$ cat src/rtl/pwm_spread.sv
module pwm_spread #(
  parameter int CW        = 16,
  parameter int MIN_RES   = 7,
  parameter int SLOT_LOGM = 9,
  parameter int SPR_BASE  = 10,
  localparam int RW       = $clog2(CW + 1)
) (
  input  logic          clk,
  input  logic          rst_n,
  input  logic          clk_en,
  input  logic          enable,
  input  logic          invert,
  input  logic [RW-1:0] res_bits,
  input  logic [1:0]    spread_sel,
  input  logic [CW-1:0] duty,
  output logic          pwm_out
);

  logic [CW-1:0] cnt, sh_duty, frame_last;
  logic [RW-1:0] sh_res, res_eff, slog, llog;
  logic [1:0]    sh_ps;
  logic [RW:0]   esum;
  logic [CW-1:0] pos, slot, base, rem;
  logic          full, wrap, load, high;

  assign res_eff = (res_bits < RW'(MIN_RES)) ? RW'(MIN_RES) :
                   (res_bits > RW'(CW))      ? RW'(CW)      : res_bits;

  assign frame_last = CW'((33'd1 << sh_res) - 33'd1);
  assign wrap       = clk_en && (cnt == frame_last);
  assign load       = !enable || wrap;

  assign esum = (RW+1)'(sh_ps) + (RW+1)'(sh_res);
  assign slog = (esum <= (RW+1)'(SPR_BASE))             ? '0 :
                (esum >= (RW+1)'(SPR_BASE + SLOT_LOGM)) ? RW'(SLOT_LOGM) :
                RW'(esum - (RW+1)'(SPR_BASE));
  assign llog = sh_res - slog;

  assign pos  = cnt & CW'((33'd1 << llog) - 33'd1);
  assign slot = cnt >> llog;
  assign base = sh_duty >> slog;
  assign rem  = sh_duty & CW'((33'd1 << slog) - 33'd1);
  assign full = sh_duty > frame_last;
  assign high = full ||
                ({1'b0, pos} < ({1'b0, base} + {{CW{1'b0}}, (slot < rem)}));

  always_ff @(posedge clk or negedge rst_n) begin
    if (!rst_n) begin
      sh_duty <= '0;
      sh_res  <= RW'(MIN_RES);
      sh_ps   <= '0;
    end else if (load) begin
      sh_duty <= duty;
      sh_res  <= res_eff;
      sh_ps   <= spread_sel;
    end
  end

  always_ff @(posedge clk or negedge rst_n) begin
    if (!rst_n)       cnt <= '0;
    else if (!enable) cnt <= '0;
    else if (wrap)    cnt <= '0;
    else if (clk_en)  cnt <= cnt + 1'b1;
  end

  always_ff @(posedge clk or negedge rst_n) begin
    if (!rst_n) pwm_out <= 1'b0;
    else        pwm_out <= enable ? (high ^ invert) : invert;
  end

endmodule

$ cat config.mk
export PLATFORM = sky130hd
export DESIGN_NAME = pwm_spread
export DESIGN_NICKNAME = d
export VERILOG_FILES = /design/src/rtl/pwm_spread.sv
export SDC_FILE = /design/constraint.sdc
export NUM_CORES = 1
export LEC_CHECK = 0
export BUFFER_PORTS_ARGS = -buffer_cell sky130_fd_sc_hd__buf_2
export CORE_ASPECT_RATIO = 0.8
export CORE_MARGIN = 8
export CORE_UTILIZATION = 50
export DETAILED_ROUTE_END_ITERATION = 12
export GPL_ROUTABILITY_DRIVEN = 0
export PLACE_DENSITY = 0.67
export SETUP_SLACK_MARGIN = 0.5
export SLEW_MARGIN = 40
export SYNTH_ARGS = -nofsm -noshare
export SYNTH_HDL_FRONTEND = slang
export SYNTH_SLANG_ARGS = --single-unit
$ cat constraint.sdc
create_clock -name clk -period 9.15 [get_ports clk]
set_input_delay 0.915 -clock clk [delete_from_list [all_inputs] [get_ports clk]]
set_output_delay 0.915 -clock clk [all_outputs]
set_load 0.01 [all_outputs]
==> results.toml, run 1 <==
[grt]
grt_max_degree = 41
overflow = 0
antenna_found_initial = 0
grt.met2_usage = 0.3453
met3_usage = 0.03281
grt_pass1_wl_um = 28630
use_met1 = 0.2994
grt_usage = 0.2194
grt_pass1_vias = 5565
busiest_layer = "met2"

[timing]
rsz0062_at_grt = "false"
fmax_mhz = 122.5
setup_slack_ps = 986.6
slew_headroom = 0.5307
period_share = 0.8922
worstMarginPinSlew_ps = 704.0
worst_hold_slack_ps = 520.7
slew_viol_final = 0
setup_viol = 0
setup_tns_ps = 0
finalHoldViolCount = 0
worst_clock_skew_ps = 3.853
period_minus_slack_ps = 8163

[die]
ios = 29
fp.dieW_um = 138.3
initial_core_util = 0.5155
die_y_um = 113.8
die-area_um2 = 15740
num_rows = 35
core-area_um2 = 11600

[power_and_ir_drop]
power.leakage_nw = 2.829
pwr-share-comb = 0.675
clock_power_share = 0.155
powerDensity_nw_per_um2 = 193.8
p_total_mw = 1.280
power_switching_mw = 0.6237
ir_drop_mv = 0.1237
pwr-share-seq = 0.170
p_sw_frac = 0.4874
intPower_mw = 0.6560

[clock_network]
tritoncts = "built"
cts_hold_buf = 0
cts_inserted_buffers = 5
clockRootBuffer = "clkbuf_16"
htreeDepth = 2
path_clk_slew_ps = 60
clock_path_buffers = 2
cts.sinks = 40
insertion_delay_ps = 290

[hold_path]
min_path_type = "reg2reg"
hp-start = "sh_duty[0]"

[drt]
vias_per_cell = 6.358
vias = 5989
drtPass1Iterations = 6
antenna_left = 0
drt-wirelength-per-cell_um = 19.33
drtIter0Drc = 667
routed_wl_um = 18210
drc = 0

[finish]
area_growth_pct = 10.40
drive_gt1_frac = 0.1826
layoutNonFillerInstCount = 942
nFillCells = 1079
layout.nets = 881
seq_area_um2 = 1005
n_antenna_cell = 0
multi_input_area_um2 = 4766

[worst_setup_path]
path_max_fanout = 5
cp.required_ps = 9340
cp-startpoint = "sh_res[0]"
crit_slowest_cell = "fa_2"
r2r_cells = 38
crit_arrival_ps = 8350
critPathMaxStageDelay_ps = 630
end_kind = "register"
r2r-start = "sh_res[0]"
r2r_slack_ps = 990
crit_path_end = "pwm_out"
crit_type = "reg2reg"
worst_setup_path_start_kind = "register"
r2r_end = "pwm_out"
crit_path_frequent_cell = "ha_1"

[place]
dp_hpwl_um = 13990
numPlacedInstances = 919
pre_cts_ws_ps = 426.9
place.port_buffers = 28

[logic_synthesis]
synth-seq-cells = 40
synth-edff-count = 0
yosysTopAreaCellShare = 0.1548
syn_area_per_cell_um2 = 7.719
seq_area_frac_synth = 0.1680
synthTopCellsByArea = "dfrtp_1, ha_1, mux2_2"
syn_inst = 775
yosys.area.top_type = "dfrtp_1"
synth_area_um2 = 5982
ys_types = 85
synth_ff_type = "dfrtp_1"
synthArstFlopShare = 1.000
yosys_warnings = 0

[outcome]
status = "complete, no violations"

[job]
drv_cap = 0
-- kinds of logic after synthesis --
group,after synthesis,synth area share
simple gates,307,0.2612
compound gates,195,0.2213
buf+inv,75,0.05982
fa+ha+maj,60,0.1280
xor+xnor,51,0.07593
mux,46,0.08513
flops,40,0.1680
other cells,1,0.0006269
-- cells in the mapped netlist (7+ instances only) --
library cell / n
nand2_1: 73
ha_1: 58
nor2_1: 57
o21ai_0: 48
a21oi_1: 46
nand3_1: 44
dfrtp_1: 37
and2_1: 30
xnor2_1: 29
clkbuf_1: 28
mux2_2: 25
nor3_1: 24
inv_1: 23
xor2_1: 21
a211oi_1: 19
mux2i_1: 19
nand4_1: 16
a21o_1: 11
and3_1: 10
nor2b_1: 10
nand2b_1: 9
buf_2: 7
buf_6: 7
o21ai_1: 7
-- flip-flops by register name, summed over array words and instances (netlist names) --
name     cells
cnt         16
sh_res       5
sh_ps        2
sh_duty     16
pwm_out      1
-- timing repair --
item / in CTS / in global routing
pin swaps: 0 / 10
resized for setup: 3 / 30
buffers inserted: 0 / 15
endpoints found under the setup margin: 1 / 1
-- through the flow --
| stage | instance area (um^2) | utilization |
|---|---|---|
| 2_1_floorplan | 5993 | - |
| 3_3_place_gp | 6181 | 0.5326 |
| 3_5_place_dp | 6190 | 0.5334 |
| 4_1_cts | 6375 | 0.5493 |
| 5_1_grt | 6604 | 0.5691 |
| 6_report | 6604 | 0.5691 |
-- area by class of cell --
type / count / area share
clock buffer: 5 / 0.01895
clock inverter: 3 / 0.006442
inverter: 26 / 0.01705
multi-input combinational: 663 / 0.7217
sequential: 40 / 0.1521
tap: 148 / 0.02804
timing repair buffer: 57 / 0.05570
-- power groups by stage --
| stage | Combinational (mW) | Clock (mW) | Sequential, mW |
|---|---|---|---|
| 3_5_place_dp | 0.784 | 0 | 0.219 |
| 2_1_floorplan | 0.619 | 0 | 0.203 |
| 5_1_grt | 0.945 | 0.207 | 0.219 |
| 3_3_place_gp | 0.762 | 0 | 0.218 |
| 6_report | 0.864 | 0.199 | 0.217 |
| 4_1_cts | 0.791 | 0.201 | 0.216 |
-- critical path, delay by kind of cell (launching register included) --
family / cells / cell delay (ps)
fa+ha+maj: 8 / 2440
flops: 1 / 570
mux: 1 / 190
buf+inv: 6 / 660
xor+xnor: 2 / 390
compound gates: 14 / 2850
simple gates: 7 / 960
-- placed cells by master, fill, tap and decap left out, drive strengths merged, types with 20 or more instances in the layout --
master / count
a211oi: 20
a21oi: 48
and2: 30
buf: 57
dfrtp: 37
ha: 58
inv: 23
mux2: 26
nand2: 73
nand3: 46
nor2: 58
nor3: 25
o21ai: 56
xnor2: 29
xor2: 22
-- worst min-delay path by stage --
| stage | slack [ps] | end | cells past startpoint |
|---|---|---|---|
| finish | 520 | sh_duty[0] | 1 |
| global route | 540 | sh_duty[0] | 1 |
| CTS | 520 | sh_duty[0] | 1 |
| detailed placement | 500 | sh_duty[0] | 1 |
| global placement | 490 | sh_duty[0] | 1 |
| floorplan | 480 | sh_duty[0] | 1 |
-- routing by layer --
layer	vias to the layer above	wire, um
met3	41	1609
met1	2790	8020
met4	0	401
met2	309	8174
met5	-	0
li1	2849	-
Power figures use the tool's default switching activity.
==> inputs of run 2 (changes only) <==
--- a/config.mk
+++ b/config.mk
@@ -5,13 +5,12 @@
 export SDC_FILE = /design/constraint.sdc
 export NUM_CORES = 1
 export LEC_CHECK = 0
-export BUFFER_PORTS_ARGS = -buffer_cell sky130_fd_sc_hd__buf_2
 export CORE_ASPECT_RATIO = 0.8
 export CORE_MARGIN = 8
 export CORE_UTILIZATION = 50
 export DETAILED_ROUTE_END_ITERATION = 12
+export DONT_BUFFER_PORTS = 1
 export GPL_ROUTABILITY_DRIVEN = 0
-export PLACE_DENSITY = 0.67
 export SETUP_SLACK_MARGIN = 0.5
 export SLEW_MARGIN = 40
 export SYNTH_ARGS = -nofsm -noshare
==> constraint.sdc (replaced) <==
create_clock -name clk -period 7.77 [get_ports clk]
set_input_delay 0.777 -clock clk [delete_from_list [all_inputs] [get_ports clk]]
set_output_delay 0.777 -clock clk [all_outputs]
set_load 0.01 [all_outputs]
==> run 2 against run 1 <==
Worst hold slack got worse by 340 ps; clock power grew 7%; clock skew rose by 4.4 ps; design area grew 2.2%; critical path depth increased by 1; critical endpoint unchanged; highest routed layer unchanged.
==> results.toml, run 2 (synthesized netlist as in run 1, its figures left out) <==
[finish]
largestRegisters = "cnt: 16 flops, sh_duty: 16 flops, sh_res: 5 flops"
seq_area_um2 = 1005
layout.nets = 869
final_area_um2 = 6751
nFillCells = 1052
final_cell_mix = "nand2_1, ha_1, nor2_1, nand3_1"
area_growth_pct = 12.86
drive_gt1_frac = 0.2020
multi_input_area_um2 = 4916
layoutNonFillerInstCount = 931
utilization = 0.5818
layout_commonest_cell = "nand2_1"

[drt]
route.met3.wl_um = 1427
met2_length_um = 8613
drc = 0
antenna_left = 0
drt-wirelength-per-cell_um = 20.08
routed_wl_um = 18690
vias = 5998
wl_met1_um = 8318
drtIter0Drc = 446
vias_per_cell = 6.443
highest_layer = "met4"
drtPass1Iterations = 5

[grt]
overflow = 0
grt_pass1_vias = 5669
antenna_found_initial = 0
grt_usage = 0.2299
grt_pass1_wl_um = 29700
grt_max_degree = 41

[worst_setup_path]
worst_setup_path_start_kind = "register"
end_kind = "register"
cp_top_family = "simple AND/OR/NAND/NOR gates"
cp.required_ps = 7930
crit_slowest_cell = "dfstp_2"
critPathMaxStageDelay_ps = 550
crit_arrival_ps = 7630
cp.buffers_inverters = 5
crit_type = "reg2reg"
path_max_fanout = 6
crit_path_frequent_cell = "buf_4"

[clock_network]
htreeDepth = 2
insertion_delay_ps = 290
clock_path_buffers = 2
path_clk_slew_ps = 60
tritoncts = "built"
clockRootBuffer = "clkbuf_16"
cts_inserted_buffers = 5
cts.sinks = 40
cts_hold_buf = 0

[timing]
fmax_mhz = 133.9
setup_tns_ps = 0
worst_clock_skew_ps = 8.277
period_share = 0.9611
rsz0062_at_grt = "true"
period_minus_slack_ps = 7467
worstMarginPinSlew_ps = 724.5
worst_hold_slack_ps = 176.2
setup_viol = 0
slew_viol_final = 0
finalHoldViolCount = 0
slew_headroom = 0.5130

[power_and_ir_drop]
ir_drop_mv = 0.1217
powerDensity_nw_per_um2 = 233.3
power.leakage_nw = 2.819

[die]
ios = 29
num_rows = 35
die_y_um = 113.8
initial_core_util = 0.5155
fp.dieW_um = 138.3
die-area_um2 = 15740
core-area_um2 = 11600

[hold_path]
min_path_type = "in2async"

[place]
numPlacedInstances = 907
place.port_buffers = 0
place_area_um2 = 6250
dp_hpwl_um = 14420

[job]
drv_cap = 0

[outcome]
status = "complete, no violations"
[run 2: area by class of cell]
| cell class | instances | share of cell area |
|---|---|---|
| antenna | 1 | 0.0003706 |
| inverter | 26 | 0.01520 |
| clock buffer | 6 | 0.02057 |
| tap | 148 | 0.02743 |
| clock inverter | 2 | 0.002224 |
| timing repair buffer | 45 | 0.05726 |
| multi-input combinational | 663 | 0.7281 |
| sequential | 40 | 0.1488 |
[run 2: timing repair]
action	CTS	global route
setup buffers	14	0
cloned	1	0
pin swaps	35	6
resized for setup	36	12
endpoints found under the setup margin	1	1
[run 2: per-stage QoR]
step	setup WS, ps	total power, mW
after global routing	-121.5	1.683
after global placement	129.5	1.204
after detailed placement	-77.70	1.227
after CTS	373.8	1.544
after floorplan	305.6	1.002
final	302.6	1.575
[run 2: path summary, 6_finish.rpt]
check	endpoint	cells after the start	slack (ps)	start
max	pwm_out	39	300	sh_res[0]
min	cnt[11]	0	180	rst_n
max reg2reg	pwm_out	39	300	sh_res[0]
min reg2reg	sh_duty[0]	1	510	sh_duty[0]
max in group asynchronous	sh_res[0]	0	7410	rst_n
min in group clk	sh_duty[0]	1	510	sh_duty[0]
[run 2: power by group]
part,switching (mW),internal [mW]
clock network,0.0852,0.128
registers,0.0298,0.223
logic,0.648,0.462
[run 2: layer usage]
layer	global-route usage	vias to the layer above
met4	0.06142	0
met1	0.3096	2841
met3	0.02492	34
met2	0.3820	301
met5	0	-
li1	-	2822
[run 2: worst register-to-register path, delay by kind of cell, from the launching register on]
kind | cells | cell delay [ps]
compound gates | 13 | 2170
xor+xnor | 1 | 170
fa+ha+maj | 6 | 1550
buf+inv | 5 | 630
flops | 1 | 550
simple gates | 14 | 2300
==> inputs of run 3 (changes only) <==
--- a/config.mk
+++ b/config.mk
@@ -7,12 +7,11 @@
 export LEC_CHECK = 0
 export CORE_ASPECT_RATIO = 0.8
 export CORE_MARGIN = 8
-export CORE_UTILIZATION = 50
+export CORE_UTILIZATION = 30
 export DETAILED_ROUTE_END_ITERATION = 12
 export DONT_BUFFER_PORTS = 1
 export GPL_ROUTABILITY_DRIVEN = 0
 export SETUP_SLACK_MARGIN = 0.5
-export SLEW_MARGIN = 40
 export SYNTH_ARGS = -nofsm -noshare
 export SYNTH_HDL_FRONTEND = slang
 export SYNTH_SLANG_ARGS = --single-unit
==> run 3 against run 2 <==
Worst setup slack barely moved; non-clock buffer count fell by 1; register-to-register slack barely moved; first-iteration DRC count rose by 37%; die area rose by 57%; sequential power barely moved; routed wire length rose by 2.2%; critical endpoint unchanged.
==> results.toml, run 3 (synthesized netlist as in run 1, its figures left out) <==
[timing]
worstMarginPinSlew_ps = 1001
fmax_mhz = 133.9
rsz0062_at_grt = "true"
setup_slack_ps = 302.8
finalHoldViolCount = 0
setup_tns_ps = 0
worst_hold_slack_ps = 176.3
period_minus_slack_ps = 7467
period_share = 0.9610
worst_clock_skew_ps = 5.280
setup_viol = 0
slew_viol_final = 0
slew_headroom = 0.3264

[die]
ios = 29
core-area_um2 = 19680
initial_core_util = 0.3039
fp.dieW_um = 173.9
num_rows = 46
die_y_um = 142.3
die-area_um2 = 24740

[place]
place.port_buffers = 0
dp_hpwl_um = 14690
pre_cts_ws_ps = -140.2

[clock_network]
cts.sinks = 40
tritoncts = "built"
clock_path_buffers = 2
htreeDepth = 2
clockRootBuffer = "clkbuf_16"
cts_hold_buf = 0
insertion_delay_ps = 290
cts_inserted_buffers = 5
path_clk_slew_ps = 60

[drt]
antenna_left = 0
routed_wl_um = 19090
drc = 0
drtPass1Iterations = 5
vias_per_cell = 5.522
vias = 5771
drt-wirelength-per-cell_um = 18.27
drtIter0Drc = 611

[grt]
grt_max_degree = 44
overflow = 0
grt_pass1_vias = 5544
grt_pass1_wl_um = 30560
grt_usage = 0.1516
antenna_found_initial = 0

[power_and_ir_drop]
ir_drop_mv = 0.1739
powerDensity_nw_per_um2 = 233.7
power.leakage_nw = 2.813

[worst_setup_path]
end_kind = "register"
cp.buffers_inverters = 5
crit_arrival_ps = 7660
critPathMaxStageDelay_ps = 550
crit_type = "reg2reg"
crit_slowest_cell = "dfstp_2"
cp_top_family = "compound AO/OA/AOI/OAI gates"
crit_path_frequent_cell = "inv_2"
cp.required_ps = 7960
worst_setup_path_start_kind = "register"
path_max_fanout = 20

[finish]
utilization = 0.3494
final_cell_mix = "nand2_1, nor2_1, ha_1, nand3_1, buf_4"
largestRegisters = "cnt: 16 flops, sh_duty: 16 flops, sh_res: 5 flops"
nFillCells = 2081
drive_gt1_frac = 0.1946
n_antenna_cell = 0
area_growth_pct = 14.96
layout.nets = 868
layout_commonest_cell = "nand2_1"

[hold_path]
min_path_type = "in2async"

[job]
drv_cap = 0

[outcome]
status = "complete, no violations"
==> run 3: changes by cell type in the layout (fill, tap and decap cells not counted), moves of 2 or more <==
cell     previous run  this run
nor2_1             51        54
nor4_2              2         0
nor2_2              6         4
xnor2_2             4         1
xnor2_4             1         3
xor2_2              0         2
nor4_1              3         5
==> run 3: report_power, final <==
part           switching, mW  leakage (nW)  internal, mW
clock network         0.0887        0.0798         0.151
logic                  0.654          2.23         0.462
registers             0.0290         0.501         0.223
==> run 3: worst paths after layout <==
| kind | endpoint | slack, ps | cells after the start | from |
|---|---|---|---|---|
| setup reg to reg | pwm_out | 300 | 35 | sh_res[0] |
| hold reg to reg | sh_duty[0] | 520 | 1 | sh_duty[0] |
| max in group asynchronous | sh_res[2] | 7420 | 0 | rst_n |
| min in group clk | sh_duty[0] | 520 | 1 | sh_duty[0] |
| setup / recovery | pwm_out | 300 | 35 | sh_res[0] |
| hold / removal | pwm_out | 180 | 0 | rst_n |
==> run 3: area by class of cell <==
type	instances	area (um^2)	area share
well taps	264	330.3	0.04803
multi-input cells	663	4920	0.7154
clock buffers	5	125.1	0.01820
clock inverters	3	42.54	0.006186
repair buffers	44	354.1	0.05149
inverters	26	100.1	0.01456
flip-flops and latches	40	1005	0.1461
==> run 3: routing by layer <==
layer	global-route usage	part of all wire	vias up	routed length, um
met5	0	0	-	0
met4	0.02784	0.014	0	276
met3	0.02997	0.078	25	1496
met2	0.2335	0.43	234	8227
met1	0.2163	0.48	2688	9094
li1	-	-	2824	-
==> run 3: timing repair <==
item                                    CTS  global route
endpoints found under the hold margin     0             0
gates resized for setup                  28            17
endpoints found under the setup margin    1             1
buffers inserted                          8             5
pin swaps                                27            11
==> run 3: stage by stage <==
step           power (mW)  cells  instance area, um^2
2_1_floorplan       1.002    778                 6088
3_3_place_gp        1.229   1024                 6401
3_5_place_dp        1.236   1024                 6401
4_1_cts             1.548   1040                 6764
5_1_grt             1.721   1045                 6877
6_report            1.607   1045                 6877
